## src/rtl/wdog_pkg.sv

```systemverilog
package wdog_pkg;
  typedef struct packed {
    logic en;        // watchdog running
    logic long_sel;  // 1: long period, 0: short period
  } wdog_opts_t;
endpackage

```

## src/rtl/wdog_svc_dec.sv

```systemverilog
module wdog_svc_dec #(
  parameter int ADDR_W      = 8,
  parameter logic [ADDR_W-1:0] STATUS_ADDR = '0
) (
  input  logic              bus_wr,
  input  logic [ADDR_W-1:0] bus_addr,
  output logic              svc
);
  // Only the address matters; write data is never looked at.
  always_comb svc = bus_wr && (bus_addr == STATUS_ADDR);
endmodule

```

## src/rtl/wdog_opt_reg.sv

```systemverilog
module wdog_opt_reg
  import wdog_pkg::*;
#(
  parameter int ADDR_W  = 8,
  parameter int DATA_W  = 8,
  parameter logic [ADDR_W-1:0] OPT_ADDR = 1,
  parameter int EN_BIT  = 0,
  parameter int SEL_BIT = 1
) (
  input  logic              clk,
  input  logic              rst_n,
  input  logic              bus_wr,
  input  logic [ADDR_W-1:0] bus_addr,
  input  logic [DATA_W-1:0] bus_wdata,
  output wdog_opts_t        opts,
  output logic              locked
);
  logic take;
  always_comb take = bus_wr && (bus_addr == OPT_ADDR) && !locked;

  always_ff @(posedge clk or negedge rst_n) begin
    if (!rst_n) begin
      opts.en       <= 1'b1;
      opts.long_sel <= 1'b1;
      locked        <= 1'b0;
    end else if (take) begin
      opts.en       <= bus_wdata[EN_BIT];
      opts.long_sel <= bus_wdata[SEL_BIT];
      locked        <= 1'b1;
    end
  end

  AST_LOCK_STICKY: assert property (@(posedge clk) disable iff (!rst_n)
    locked |=> locked);
  AST_LOCK_HOLDS_OPTS: assert property (@(posedge clk) disable iff (!rst_n)
    locked |=> $stable(opts));
endmodule

```

## src/rtl/wdog_counter.sv

```systemverilog
module wdog_counter
  import wdog_pkg::*;
#(
  parameter int LONG_EXP  = 18,
  parameter int SHORT_EXP = 13
) (
  input  logic       clk,
  input  logic       rst_n,
  input  wdog_opts_t opts,
  input  logic       svc,
  input  logic       dbg_active,
  output logic       rst_req
);
  localparam int CNT_W = LONG_EXP;
  localparam logic [CNT_W-1:0] LONG_LAST  = {CNT_W{1'b1}};
  localparam logic [CNT_W-1:0] SHORT_LAST = CNT_W'((64'd1 << SHORT_EXP) - 64'd1);

  logic [CNT_W-1:0] cnt;
  logic [CNT_W-1:0] last;
  logic             hit;

  always_comb begin
    last = opts.long_sel ? LONG_LAST : SHORT_LAST;
    hit  = opts.en && !dbg_active && !svc && (cnt == last);
  end

  always_ff @(posedge clk or negedge rst_n) begin
    if (!rst_n) begin
      cnt     <= '0;
      rst_req <= 1'b0;
    end else begin
      rst_req <= hit;
      if (!opts.en || svc || hit) cnt <= '0;
      else if (!dbg_active)       cnt <= cnt + 1'b1;
    end
  end

  AST_PULSE_ONE_CYCLE: assert property (@(posedge clk) disable iff (!rst_n)
    rst_req |=> !rst_req);
  AST_NO_REQ_DISABLED: assert property (@(posedge clk) disable iff (!rst_n)
    !opts.en |=> !rst_req);
  AST_DEBUG_FREEZE: assert property (@(posedge clk) disable iff (!rst_n)
    (dbg_active && opts.en && !svc) |=> $stable(cnt));
  AST_SERVICE_WINS: assert property (@(posedge clk) disable iff (!rst_n)
    svc |=> (!rst_req && cnt == '0));
endmodule

```

## src/rtl/wdog_top.sv

```systemverilog
module wdog_top
  import wdog_pkg::*;
#(
  parameter int ADDR_W    = 8,
  parameter int DATA_W    = 8,
  parameter int LONG_EXP  = 18,
  parameter int SHORT_EXP = 13,
  parameter logic [ADDR_W-1:0] STATUS_ADDR = 0,
  parameter logic [ADDR_W-1:0] OPT_ADDR    = 1
) (
  input  logic              clk,
  input  logic              rst_n,
  input  logic [ADDR_W-1:0] bus_addr,
  input  logic              bus_wr,
  input  logic [DATA_W-1:0] bus_wdata,
  input  logic              dbg_active,
  output logic              rst_req
);
  wdog_opts_t opts;
  logic       locked;
  logic       svc;

  wdog_svc_dec #(.ADDR_W(ADDR_W), .STATUS_ADDR(STATUS_ADDR)) u_dec (
    .bus_wr(bus_wr), .bus_addr(bus_addr), .svc(svc)
  );

  wdog_opt_reg #(.ADDR_W(ADDR_W), .DATA_W(DATA_W), .OPT_ADDR(OPT_ADDR),
                 .EN_BIT(0), .SEL_BIT(1)) u_opt (
    .clk(clk), .rst_n(rst_n), .bus_wr(bus_wr), .bus_addr(bus_addr),
    .bus_wdata(bus_wdata), .opts(opts), .locked(locked)
  );

  wdog_counter #(.LONG_EXP(LONG_EXP), .SHORT_EXP(SHORT_EXP)) u_cnt (
    .clk(clk), .rst_n(rst_n), .opts(opts), .svc(svc),
    .dbg_active(dbg_active), .rst_req(rst_req)
  );

  AST_RESET_FRESH: assert property (@(posedge clk) disable iff (!rst_n)
    !locked |-> (opts.en && opts.long_sel));
endmodule

```

## config.mk

```make
export PLATFORM = sky130hd
export DESIGN_NAME = wdog_top
export DESIGN_NICKNAME = d
export VERILOG_FILES = /design/src/rtl/wdog_pkg.sv /design/src/rtl/wdog_svc_dec.sv /design/src/rtl/wdog_opt_reg.sv /design/src/rtl/wdog_counter.sv /design/src/rtl/wdog_top.sv
export SDC_FILE = /design/constraint.sdc
export NUM_CORES = 1
export LEC_CHECK = 0
export BUFFER_PORTS_ARGS = -buffer_cell sky130_fd_sc_hd__buf_2
export CORE_MARGIN = 8
export CORE_UTILIZATION = 53
export CTS_BUF_LIST = sky130_fd_sc_hd__clkbuf_8 sky130_fd_sc_hd__clkbuf_16
export DETAILED_ROUTE_END_ITERATION = 10
export GPL_TIMING_DRIVEN = 0
export HOLD_SLACK_MARGIN = 0.12
export PLACE_DENSITY = 0.84
export SYNTH_ARGS = -nofsm -noshare
export SYNTH_HDL_FRONTEND = slang
export SYNTH_SLANG_ARGS = --single-unit
```

## constraint.sdc

```tcl
create_clock -name clk -period 2.12 [get_ports clk]
set_input_delay 0.318 -clock clk [delete_from_list [all_inputs] [get_ports clk]]
set_output_delay 0.318 -clock clk [all_outputs]
set_load 0.005 [all_outputs]
```

=== Word level (Yosys, flattened, before mapping) ===
Index checks and enable logic that the tools add are counted.

* Input bits: 20
* Register bits after elaboration: 22

* Add/sub/neg operators: 1
* Reductions and logical operators: 13
* Muxes and demuxes: 3
* Eq/ne operators: 3

{| class="wikitable"
|+ Operators with widths
! kind !! count
|-
| two-way mux 18 bit || 3
|-
| adder 18 x 1 -> 18 bit, second input constant || 1
|-
| equality test 18 bit || 1
|-
| equality test 8 x 1 -> 1 bit, second input constant || 1
|-
| zero test 8 bit || 1
|-
| logical AND 1 bit || 6
|-
| zero test 1 bit || 4
|-
| logical OR 1 bit || 2
|-
| != test 2 x 1 -> 1 bit, second input constant || 1
|}

=== Longest topological paths before layout ===
Gate-level depths: netlist of run 1.

* Word-level depth: 7
* Depth in mapped cells: 6
* Depth with buffers taken out: 5

=== Cells and area by module ===
A second synthesis of run 1 with hierarchy kept.

* Cells, all modules: 112
* Area, all modules: 1,182.4 sq um

{| class="wikitable"
|+ By module, submodules not included
! module !! area an instance (sq um) !! times used !! cells an instance
|-
| wdog_counter || 993.5 || 1 || 99
|-
| wdog_opt_reg || 160.2 || 1 || 10
|-
| wdog_svc_dec || 28.8 || 1 || 3
|}

=== Worst setup path after synthesis of run 1 ===
No wires, ideal clock.

* Path kind: flip-flop to flip-flop
* From: reg u_cnt.cnt[0]
* To: reg u_cnt.cnt[13]
* Arrival time: 1.663 ns
* Clock period less this slack: 1.782 ns
* Cell stages (with the launch flop): 7
* Data required time: 2.001 ns
* Path buffers: 1
* Slack: 0.338 ns
* Path through: dfrtp_1 ha_1 nand3b_1 or4_4 o21bai_2 buf_4 nor2_1

* Word-level cells in the longest chain between the ends: 4

{| class="wikitable"
|+ Ends and longest elaborated chain
! what !! RTL line !! RTL
|-
| from (decl) || wdog_counter.sv:18 || <nowiki>logic [CNT_W-1:0] cnt;</nowiki>
|-
| from (signal assigned) || wdog_counter.sv:34 || <nowiki>else if (!dbg_active) cnt <= cnt + 1'b1;</nowiki>
|-
| branches (longest 4 deep; another with adder 18 x 1 -> 18 bit) || -- ||
|}

Several ways; the timed one is not identified. The select of a mux whose other input is x is not followed.
A chain may end at the register's enable or synchronous reset.

=== Worst setup path after layout of run 1 ===
* From: reg u_cnt.cnt[0]
* To: reg u_cnt.cnt[2]

Same word-level chain as after synthesis.

==> results of run 1 <==
[layer usage]
metal,vias to the layer above,routed length (um),GRT usage (%)
met5,-,0,0
met4,0,25,3.90
met3,5,91,4.38
met2,17,1170,23.9
met1,407,891,15.0
li1,408,-,-
[worst reg2reg max path, cell delays in order, from the launching register on]
cell      delay, ns
dfrtp_1        0.41
ha_1           0.22
nand3b_1       0.17
or4_4          0.62
o21bai_4       0.23
buf_4          0.21
nor2_1         0.06
[flip-flops by register name (all words and copies together) (netlist names)]
| signal | flops |
|---|---|
| u_cnt.rst_req | 1 |
| u_cnt.cnt | 18 |
| u_opt.locked | 1 |
| u_opt.opts | 2 |
[what timing repair did]
action,4_1_cts,5_1_grt
resized for setup,0,1
setup endpoints to repair,0,10
hold buffers,1,0
endpoints found under the hold margin,20,0
buffers inserted,0,2
[power groups by stage]
stage                     Sequential (mW)  Clock [mW]  Combinational, mW
after CTS                           0.428       0.306             0.0423
after global routing                0.428       0.322             0.0508
final                               0.428       0.299             0.0452
after detailed placement            0.436           0             0.0405
after global placement              0.435           0             0.0387
after floorplan                     0.435           0             0.0161
[worst paths after layout]
| check | from | to | slack [ns] | depth (start not counted) |
|---|---|---|---|---|
| max in group asynchronous | rst_n | u_opt.opts[1]$_DFFE_PN1P_ | 1.21 | 2 |
| min | bus_wdata[1] | u_opt.opts[0]$_DFFE_PN1P_ | 0.29 | 2 |
| max | u_cnt.cnt[0]$_DFFE_PN0P_ | u_cnt.cnt[2]$_DFFE_PN0P_ | 0.10 | 6 |
| min in group asynchronous | rst_n | u_cnt.cnt[6]$_DFFE_PN0P_ | 0.55 | 2 |
| max reg2reg | u_cnt.cnt[0]$_DFFE_PN0P_ | u_cnt.cnt[2]$_DFFE_PN0P_ | 0.10 | 6 |
| min reg2reg | u_opt.locked$_DFFE_PN0P_ | u_opt.locked$_DFFE_PN0P_ | 0.48 | 1 |
[cell usage after synthesis (all sizes together)]
library cell and instances:
dfrtp 20, nor2 17, xnor2 9, nand2 6, nor3 5, a21oi 4, nand4 4, o21ai 4
or3 4, xor2 4, inv 3, or4 3, dfstp 2, mux2 2, nand3 2, nor4 2
or4b 2, a2bb2oi 1, and3b 1, buf 1, ha 1, mux2i 1, nand2b 1, nand3b 1
nand4b 1, nor2b 1, o21bai 1, o31ai 1
[cell families (layout without fill, tap and decap cells)]
group / count (synthesis) / after routing / synth area share, %
and+or+nand+nor: 50 / 50 / 26.6
DFF: 22 / 22 / 50.1
xor gates and xnor gates: 13 / 13 / 10.3
AOI/OAI and AO/OA: 11 / 11 / 6.57
buffers and inverters: 4 / 25 / 1.70
muxes: 3 / 3 / 3.62
adders and majority gates: 1 / 1 / 1.13
[through the flow]
step           setup TNS (ns)  area [um^2]  utilization, %
2_1_floorplan               0         1100               -
3_3_place_gp                0         1210            61.6
3_5_place_dp                0         1210            61.6
4_1_cts                     0         1270            64.9
5_1_grt                -0.102         1300            66.1
6_report                    0         1300            66.1
[layout make-up]
cell class / count / share of cell area, %
repair buffers: 17 / 7.34
inverters: 3 / 0.869
multi-input cells: 78 / 41.7
clock buffers: 4 / 4.25
well taps: 27 / 2.61
plain buffers: 1 / 0.579
flip-flops and latches: 22 / 42.7
==> metrics, run 1 <==
status=finished clean; Worst VDD drop=between 0.0005 and 0.0006 V; H-tree depth=1; DR DRC count=0; post-synth top area cell=dfrtp_1; Worst Path Required=2.27 ns; startpoint types=register; WP data arrival=2.17 ns; Switching Share=20.6%; Die Span Y=61.7 um; total vias in the final route=837; critical path's top delay family=simple AND/OR/NAND/NOR gates; Setup violations, final=0; FF/Latch Area=around 550 um^2; Post-Syn Area=1100 um^2; critical path class=register to register; largest net degree at the start of global routing=23; pre-CTS WS=0.0245 ns; final wirelength=2.17 mm; gpl congestion=0.789; # port buffers=14; min Tclk post-route=2.02 ns; routed vias/inst=5.51; first-pass GRT wire length=3.79 mm; Int Power=0.613 mW; Ys Warns=0; worst-path fanout max=10; number of library cell types mapped by synthesis=30; syn avg cell area=between 10 and 15 um^2; Clock transition at path regs=~0.080 ns; Clock Skew=0.00393 ns; syn nets=~130; CTS buffer count=3; Max Fclk=roughly 0.5 GHz; grt ovf=0; sequential share of power=55.4%; final std cells w/o fill=152; Crit path buffers/inverters=1; final worst setup slack=0.101 ns; Top Ports=21; Net Switching=0.159 mW; DR pass1 iterations=4; CTS max path bufs=2; Final Max Tran Viols=0; # rows=16; Hold WC Path Type=input port to register; wire per inst=between 10 and 15 um; top cells by area, synth=dfrtp_1 45%, xnor2_1 7.1%, nor2_1 5.8%, dfstp_2 4.8%, xor2_1 3.2%; # placed instances=about 150; synthesized instance count=104; fill count=174; measured slew at the worst slew-check pin=0.491 ns; Die Wd=around 62 um; Layout area overhead=17.3%; total track usage=13.5%; CP max stage cell=or4_4; #FFs+latches synth=22; final hold viol count=0; Core Footprint=1960 um^2; CP peak stage delay=0.62 ns; Rel. slew slack=67.3%; Layout Nets=about 150; Pwr Total=0.771 mW; clock sink count=22; Initial DRC Count=48; clock power share=just under 40%; sequential area share after synthesis=between 50% and 60%; DP HPWL=1.57 mm; Combinational Power Share=5.9%; commonest non-fill, non-tap cell in the layout=dfrtp_1; vias in the first global route=between 800 and 900; ant diodes=0; worst path cell trace=ha_1 -> nand3b_1 -> or4_4 -> o21bai_4 -> buf_4 -> nor2_1; CTS root buf=clkbuf_8; area occupied by multi-input gates=541 um^2; worst skew pair latency=0.26 ns; Final ANT Viol Nets=0; full die area=3800 um^2; initial core utilization=around 56%; Min Hold Slack=0.290 ns; initial antenna violation count=0; Tcrit/Tclk final=a little over nine tenths; Max Cap Viol=0; top cell type's share of synthesized area=45.3%; CTS tree=built; commonest non-fill, non-tap cells in the layout=20 x dfrtp_1, 17 x nor2_1, 14 x buf_2; Leak Pwr=0.530 nW; crit path capture type=register; proportion of layout cells with a drive suffix above 1=about 26%; P per Cell Area=595 nW/um^2
Note: power is estimated with default switching activity, not from simulation.
==> run 2, diff against run 1 <==
--- a/config.mk
+++ b/config.mk
@@ -7,12 +7,12 @@
 export LEC_CHECK = 0
 export BUFFER_PORTS_ARGS = -buffer_cell sky130_fd_sc_hd__buf_2
 export CORE_MARGIN = 8
-export CORE_UTILIZATION = 53
+export CORE_UTILIZATION = 48
 export CTS_BUF_LIST = sky130_fd_sc_hd__clkbuf_8 sky130_fd_sc_hd__clkbuf_16
 export DETAILED_ROUTE_END_ITERATION = 10
 export GPL_TIMING_DRIVEN = 0
 export HOLD_SLACK_MARGIN = 0.12
-export PLACE_DENSITY = 0.84
+export PLACE_DENSITY = 0.8
 export SYNTH_ARGS = -nofsm -noshare
 export SYNTH_HDL_FRONTEND = slang
 export SYNTH_SLANG_ARGS = --single-unit
==> constraint.sdc (replaced) <==
create_clock -name clk -period 1.69 [get_ports clk]
set_input_delay 0.2535 -clock clk [delete_from_list [all_inputs] [get_ports clk]]
set_output_delay 0.2535 -clock clk [all_outputs]
set_load 0.005 [all_outputs]
==> metrics, run 2 (synthesis gave the netlist of run 1 again) <==
Biggest register=u_cnt.cnt; Die Span Y=64.0 um; min Tclk post-route=approximately 1.7 ns; final worst setup slack=-0.0195 ns; initial antenna violation count=0; P per Cell Area=648 nW/um^2; Clock Skew=roughly 0.0014 ns; Setup TNS Final=-0.0653 ns; Max Fclk=0.585 GHz; Worst VDD drop=0.000558 V; Leak Pwr=a little over 0.6 nW; startpoint types=register; CTS tree=built; total track usage=roughly an eighth; r2r setup slk=-0.02 ns; grt ovf=0; Core Footprint=2190 um^2; Crit path buffers/inverters=1; # placed instances=approximately 150; r2r endpoint=u_cnt.cnt[11]$_DFFE_PN0P_; Crit path depth=5; commonest non-fill, non-tap cell in the layout=dfrtp_1; Final Max Tran Viols=0; Util after Layout=68.6%; final hold viol count=0; worst path cell trace=nand4_4 -> or4_4 -> o21bai_4 -> buf_8 -> nor2_4; worst-path fanout max=8; reg2reg path depth=5; status=finished, violations left; routed vias/inst=5.32; Final Cell Area=1500 um^2; proportion of layout cells with a drive suffix above 1=46.0%; largest net degree at the start of global routing=23; gpl congestion=0.756; Layout area overhead=36.1%; critical path's top delay family=simple AND/OR/NAND/NOR gates; crit path capture type=register; first-pass GRT wire length=4.12 mm; wire per inst=16.2 um; Worst R2R Start=u_cnt.cnt[5]$_DFFE_PN0P_; initial core utilization=between 50% and 60%; Tcrit/Tclk final=101%; CTS buffer count=3; total vias in the final route=~900; H-tree depth=1; Clock transition at path regs=around 0.080 ns; largest registers=u_cnt.cnt (18), u_opt.opts (2); Final ANT Viol Nets=0; CP max stage cell=or4_4; Worst Path Required=1.83 ns; full die area=4090 um^2; critical path class=register to register; worst min-delay path startpoint=bus_wdata[1]; commonest non-fill, non-tap cells in the layout=19 x dfrtp_1, 14 x buf_2, 14 x buf_4; final wirelength=2.71 mm; Rel. slew slack=68.0%; vias in the first global route=941; DR pass1 iterations=4; Initial DRC Count=42; # port buffers=14; CTS max path bufs=2; WP data arrival=1.85 ns; measured slew at the worst slew-check pin=just under 0.5 ns; Setup violations, final=6; Min Hold Slack=0.231 ns; CP peak stage delay=0.59 ns; Max Cap Viol=0; Hold WC Path Type=input port to register; Top Ports=21; Hold Crit Depth=2; DR DRC count=0; worst skew pair latency=about 0.25 ns; clock sink count=22; Largest register FFs=18; Die Wd=64.0 um; CTS root buf=clkbuf_8; hold worst-path end=u_opt.opts[0]$_DFFE_PN1P_; # rows=17; ant diodes=0; final std cells w/o fill=~170; dpl cell area=1220 um^2; Layout Nets=161; RSZ-0062 raised after global routing=yes; DP HPWL=1.60 mm; failing checks=negative setup slack
run 2: final cells by class:
class / instances / area [um^2]
tap: 28 / 35.0
timing repair buffer: 31 / 208
sequential: 22 / 554
clock buffer: 4 / 55.1
multi-input combinational: 78 / 626
inverter: 3 / 11.3
buffer: 1 / 15.0
fill: 167 / 687
run 2: what timing repair did:
item,CTS,global route
pin swaps,4,14
gates resized for setup,2,28
hold endpoints to repair,20,0
hold buffers,1,0
setup buffers,14,1
endpoints found under the setup margin,14,15
gates cloned,0,1
run 2: layer usage:
layer / global-route usage [%] / vias up / routed length (um)
li1: - / 436 / -
met1: 12.7 / 446 / 1090
met2: 24.8 / 5 / 1550
met3: 1.92 / 2 / 48
met4: 5.01 / 0 / 20
met5: 0 / - / 0
run 2: worst max path at each step:
stage / startpoint / end / slack (ns)
floorplan: bus_addr[4] / u_opt.opts[0]$_DFFE_PN1P_ / -0.02
global placement: bus_addr[4] / u_cnt.cnt[8]$_DFFE_PN0P_ / -0.27
detailed placement: bus_addr[4] / u_cnt.cnt[8]$_DFFE_PN0P_ / -0.28
CTS: u_cnt.cnt[5]$_DFFE_PN0P_ / u_cnt.cnt[16]$_DFFE_PN0P_ / -0.02
global route: u_cnt.cnt[1]$_DFFE_PN0P_ / u_cnt.cnt[16]$_DFFE_PN0P_ / -0.10
finish: u_cnt.cnt[5]$_DFFE_PN0P_ / u_cnt.cnt[11]$_DFFE_PN0P_ / -0.02
run 2: power breakdown:
part / switching [mW] / total (mW) / internal (mW)
clock network: 0.160 / 0.367 / 0.207
logic: 0.0376 / 0.0707 / 0.0331
registers: 0.00406 / 0.537 / 0.533
total: 0.202 / 0.975 / 0.773
run 2: through the flow:
stage               setup slack, ns  power [mW]
floorplan                   -0.0230       0.567
global placement             -0.273       0.596
detailed placement           -0.281       0.599
CTS                         -0.0185       0.975
global route                 -0.104        1.00
finish                      -0.0195       0.975
==> run 3, diff against run 2 <==
--- a/config.mk
+++ b/config.mk
@@ -13,6 +13,7 @@
 export GPL_TIMING_DRIVEN = 0
 export HOLD_SLACK_MARGIN = 0.12
 export PLACE_DENSITY = 0.8
+export RECOVER_POWER = 50
 export SYNTH_ARGS = -nofsm -noshare
 export SYNTH_HDL_FRONTEND = slang
 export SYNTH_SLANG_ARGS = --single-unit
==> metrics, run 3 (synthesis gave the netlist of run 1 again) <==
status=finished, violations left; failing checks=negative setup slack; CP peak stage delay=0.59 ns; critical path's top delay family=simple AND/OR/NAND/NOR gates; r2r endpoint=u_cnt.cnt[11]$_DFFE_PN0P_; largest net degree at the start of global routing=23; Util after Layout=68.6%; routed vias/inst=5.32; clock power share=37.7%; wire per inst=16.2 um; H-tree depth=1; Final ANT Viol Nets=0; initial core utilization=50.4%; Worst R2R Start=u_cnt.cnt[5]$_DFFE_PN0P_; Layout area overhead=36.1%; startpoint types=register; final hold viol count=0; Max Cap Viol=0; crit path capture type=register; DR pass1 iterations=4; RSZ-0062 raised after global routing=yes; Switching Share=20.7%; CTS tree=built; first-pass GRT wire length=roughly 4.1 mm; Crit path buffers/inverters=1; worst setup path endpoint=u_cnt.cnt[11]$_DFFE_PN0P_; Crit path depth=5; Initial DRC Count=42; total vias in the final route=889; measured slew at the worst slew-check pin=0.535 ns; Core Footprint=2190 um^2; total track usage=around an eighth; Biggest register=u_cnt.cnt; CTS max path bufs=2; DP HPWL=1.60 mm; Final Cell Area=approximately 1500 um^2; vias in the first global route=941; Combinational Power Share=7.2%; Worst VDD drop=0.000558 V; CTS buffer count=3; proportion of layout cells with a drive suffix above 1=46.0%; Die Wd=roughly 64 um; Die Span Y=64.0 um; fill count=between 150 and 200; ant diodes=0; Top Ports=21; grt ovf=0; sequential share of power=a little under three fifths; Max Fclk=between 0.5 and 0.6 GHz; Clock transition at path regs=around 0.08 ns; CTS root buf=clkbuf_8; Leak Pwr=~0.61 nW; # port buffers=14; dpl cell area=1220 um^2; Worst Path Required=1.83 ns; Layout Nets=around 160; largest registers=u_cnt.cnt (18), u_opt.opts (2); Min Hold Slack=0.231 ns; Final Max Tran Viols=0; critical path class=register to register; commonest non-fill, non-tap cell in the layout=dfrtp_1; # rows=17; clock sink count=22; full die area=4090 um^2; WP data arrival=1.85 ns; final wirelength=2.71 mm; reg2reg path depth=5; Hold Crit Depth=2; Clock Skew=roughly 0.0014 ns; Int Power=approximately 0.77 mW; Worst Setup SP=u_cnt.cnt[5]$_DFFE_PN0P_; gpl congestion=0.756; worst path cell trace=nand4_4 -> or4_4 -> o21bai_4 -> buf_8 -> nor2_4; final worst setup slack=-0.0195 ns; Hold WC Path Type=input port to register; Rel. slew slack=about 64%; initial antenna violation count=0; DR DRC count=0; r2r setup slk=-0.02 ns; worst skew pair latency=around 0.25 ns; CP max stage cell=or4_4; Net Switching=0.202 mW; commonest non-fill, non-tap cells in the layout=19 x dfrtp_1, 14 x buf_4, 13 x buf_2; Setup violations, final=6; worst-path fanout max=8; min Tclk post-route=1.71 ns; Largest register FFs=18; P per Cell Area=648 nW/um^2; Tcrit/Tclk final=101%
[run 3: changes by cell type in the layout (fill, tap and decap cells not counted)]
cell	before	now
buf_2	14	13
clkbuf_2	0	1
[run 3: what timing repair did]
item	CTS	global route
buffers inserted	14	1
resized for setup	2	28
pin swaps	4	14
endpoints found under the setup margin	14	15
gates cloned	0	1
endpoints found under the hold margin	20	0
hold buffers	1	0
[run 3: stage by stage]
step / power, mW / setup TNS, ns / setup slack (ns) / std cells
6_report: 0.975 / -0.0653 / -0.0195 / 167
5_1_grt: 1.00 / -0.986 / -0.104 / 167
4_1_cts: 0.975 / -0.0185 / -0.0185 / 165
3_5_place_dp: 0.599 / -3.43 / -0.281 / 146
3_3_place_gp: 0.596 / -3.38 / -0.273 / 146
2_1_floorplan: 0.567 / -0.0459 / -0.0230 / 104
[run 3: power groups by stage]
stage | clock, mW | combinational (mW) | sequential, mW
4_1_cts | 0.379 | 0.0593 | 0.537
3_3_place_gp | 0 | 0.0502 | 0.546
6_report | 0.367 | 0.0707 | 0.537
3_5_place_dp | 0 | 0.0524 | 0.546
5_1_grt | 0.389 | 0.0764 | 0.537
2_1_floorplan | 0 | 0.0217 | 0.545
[run 3: worst reg2reg max path: cells and delay by family (launching register included)]
kind / cells / cell delay (ns)
buffers and inverters: 1 / 0.18
AO/OA/AOI/OAI: 1 / 0.21
AND/OR/NAND/NOR: 3 / 0.80
flip-flops: 1 / 0.40
[run 3: worst min path at each step]
stage | start | endpoint | slack [ns]
finish | bus_wdata[1] | u_opt.opts[0]$_DFFE_PN1P_ | 0.23
floorplan | rst_n | u_cnt.cnt[0]$_DFFE_PN0P_ | -0.04
global route | bus_wdata[1] | u_opt.opts[0]$_DFFE_PN1P_ | 0.23
detailed placement | rst_n | u_cnt.cnt[16]$_DFFE_PN0P_ | 0.25
CTS | bus_wdata[1] | u_opt.opts[0]$_DFFE_PN1P_ | 0.23
global placement | rst_n | u_cnt.cnt[14]$_DFFE_PN0P_ | 0.24
[run 3: layout make-up]
| class | instances | area [um^2] | area share, % |
|---|---|---|---|
| inverters | 3 | 11.3 | 0.749 |
| multi-input cells | 78 | 626 | 41.6 |
| flip-flops and latches | 22 | 554 | 36.9 |
| well taps | 28 | 35.0 | 2.33 |
| repair buffers | 31 | 208 | 13.8 |
| plain buffers | 1 | 15.0 | 0.998 |
| clock buffers | 4 | 55.1 | 3.66 |
[run 3: routing by layer]
layer	vias up	global-route usage, %	part of all wire (%)
met4	0	5.01	0.74
met5	-	0	0
met3	2	1.92	1.8
met1	446	12.7	40
li1	436	-	-
met2	5	24.8	57
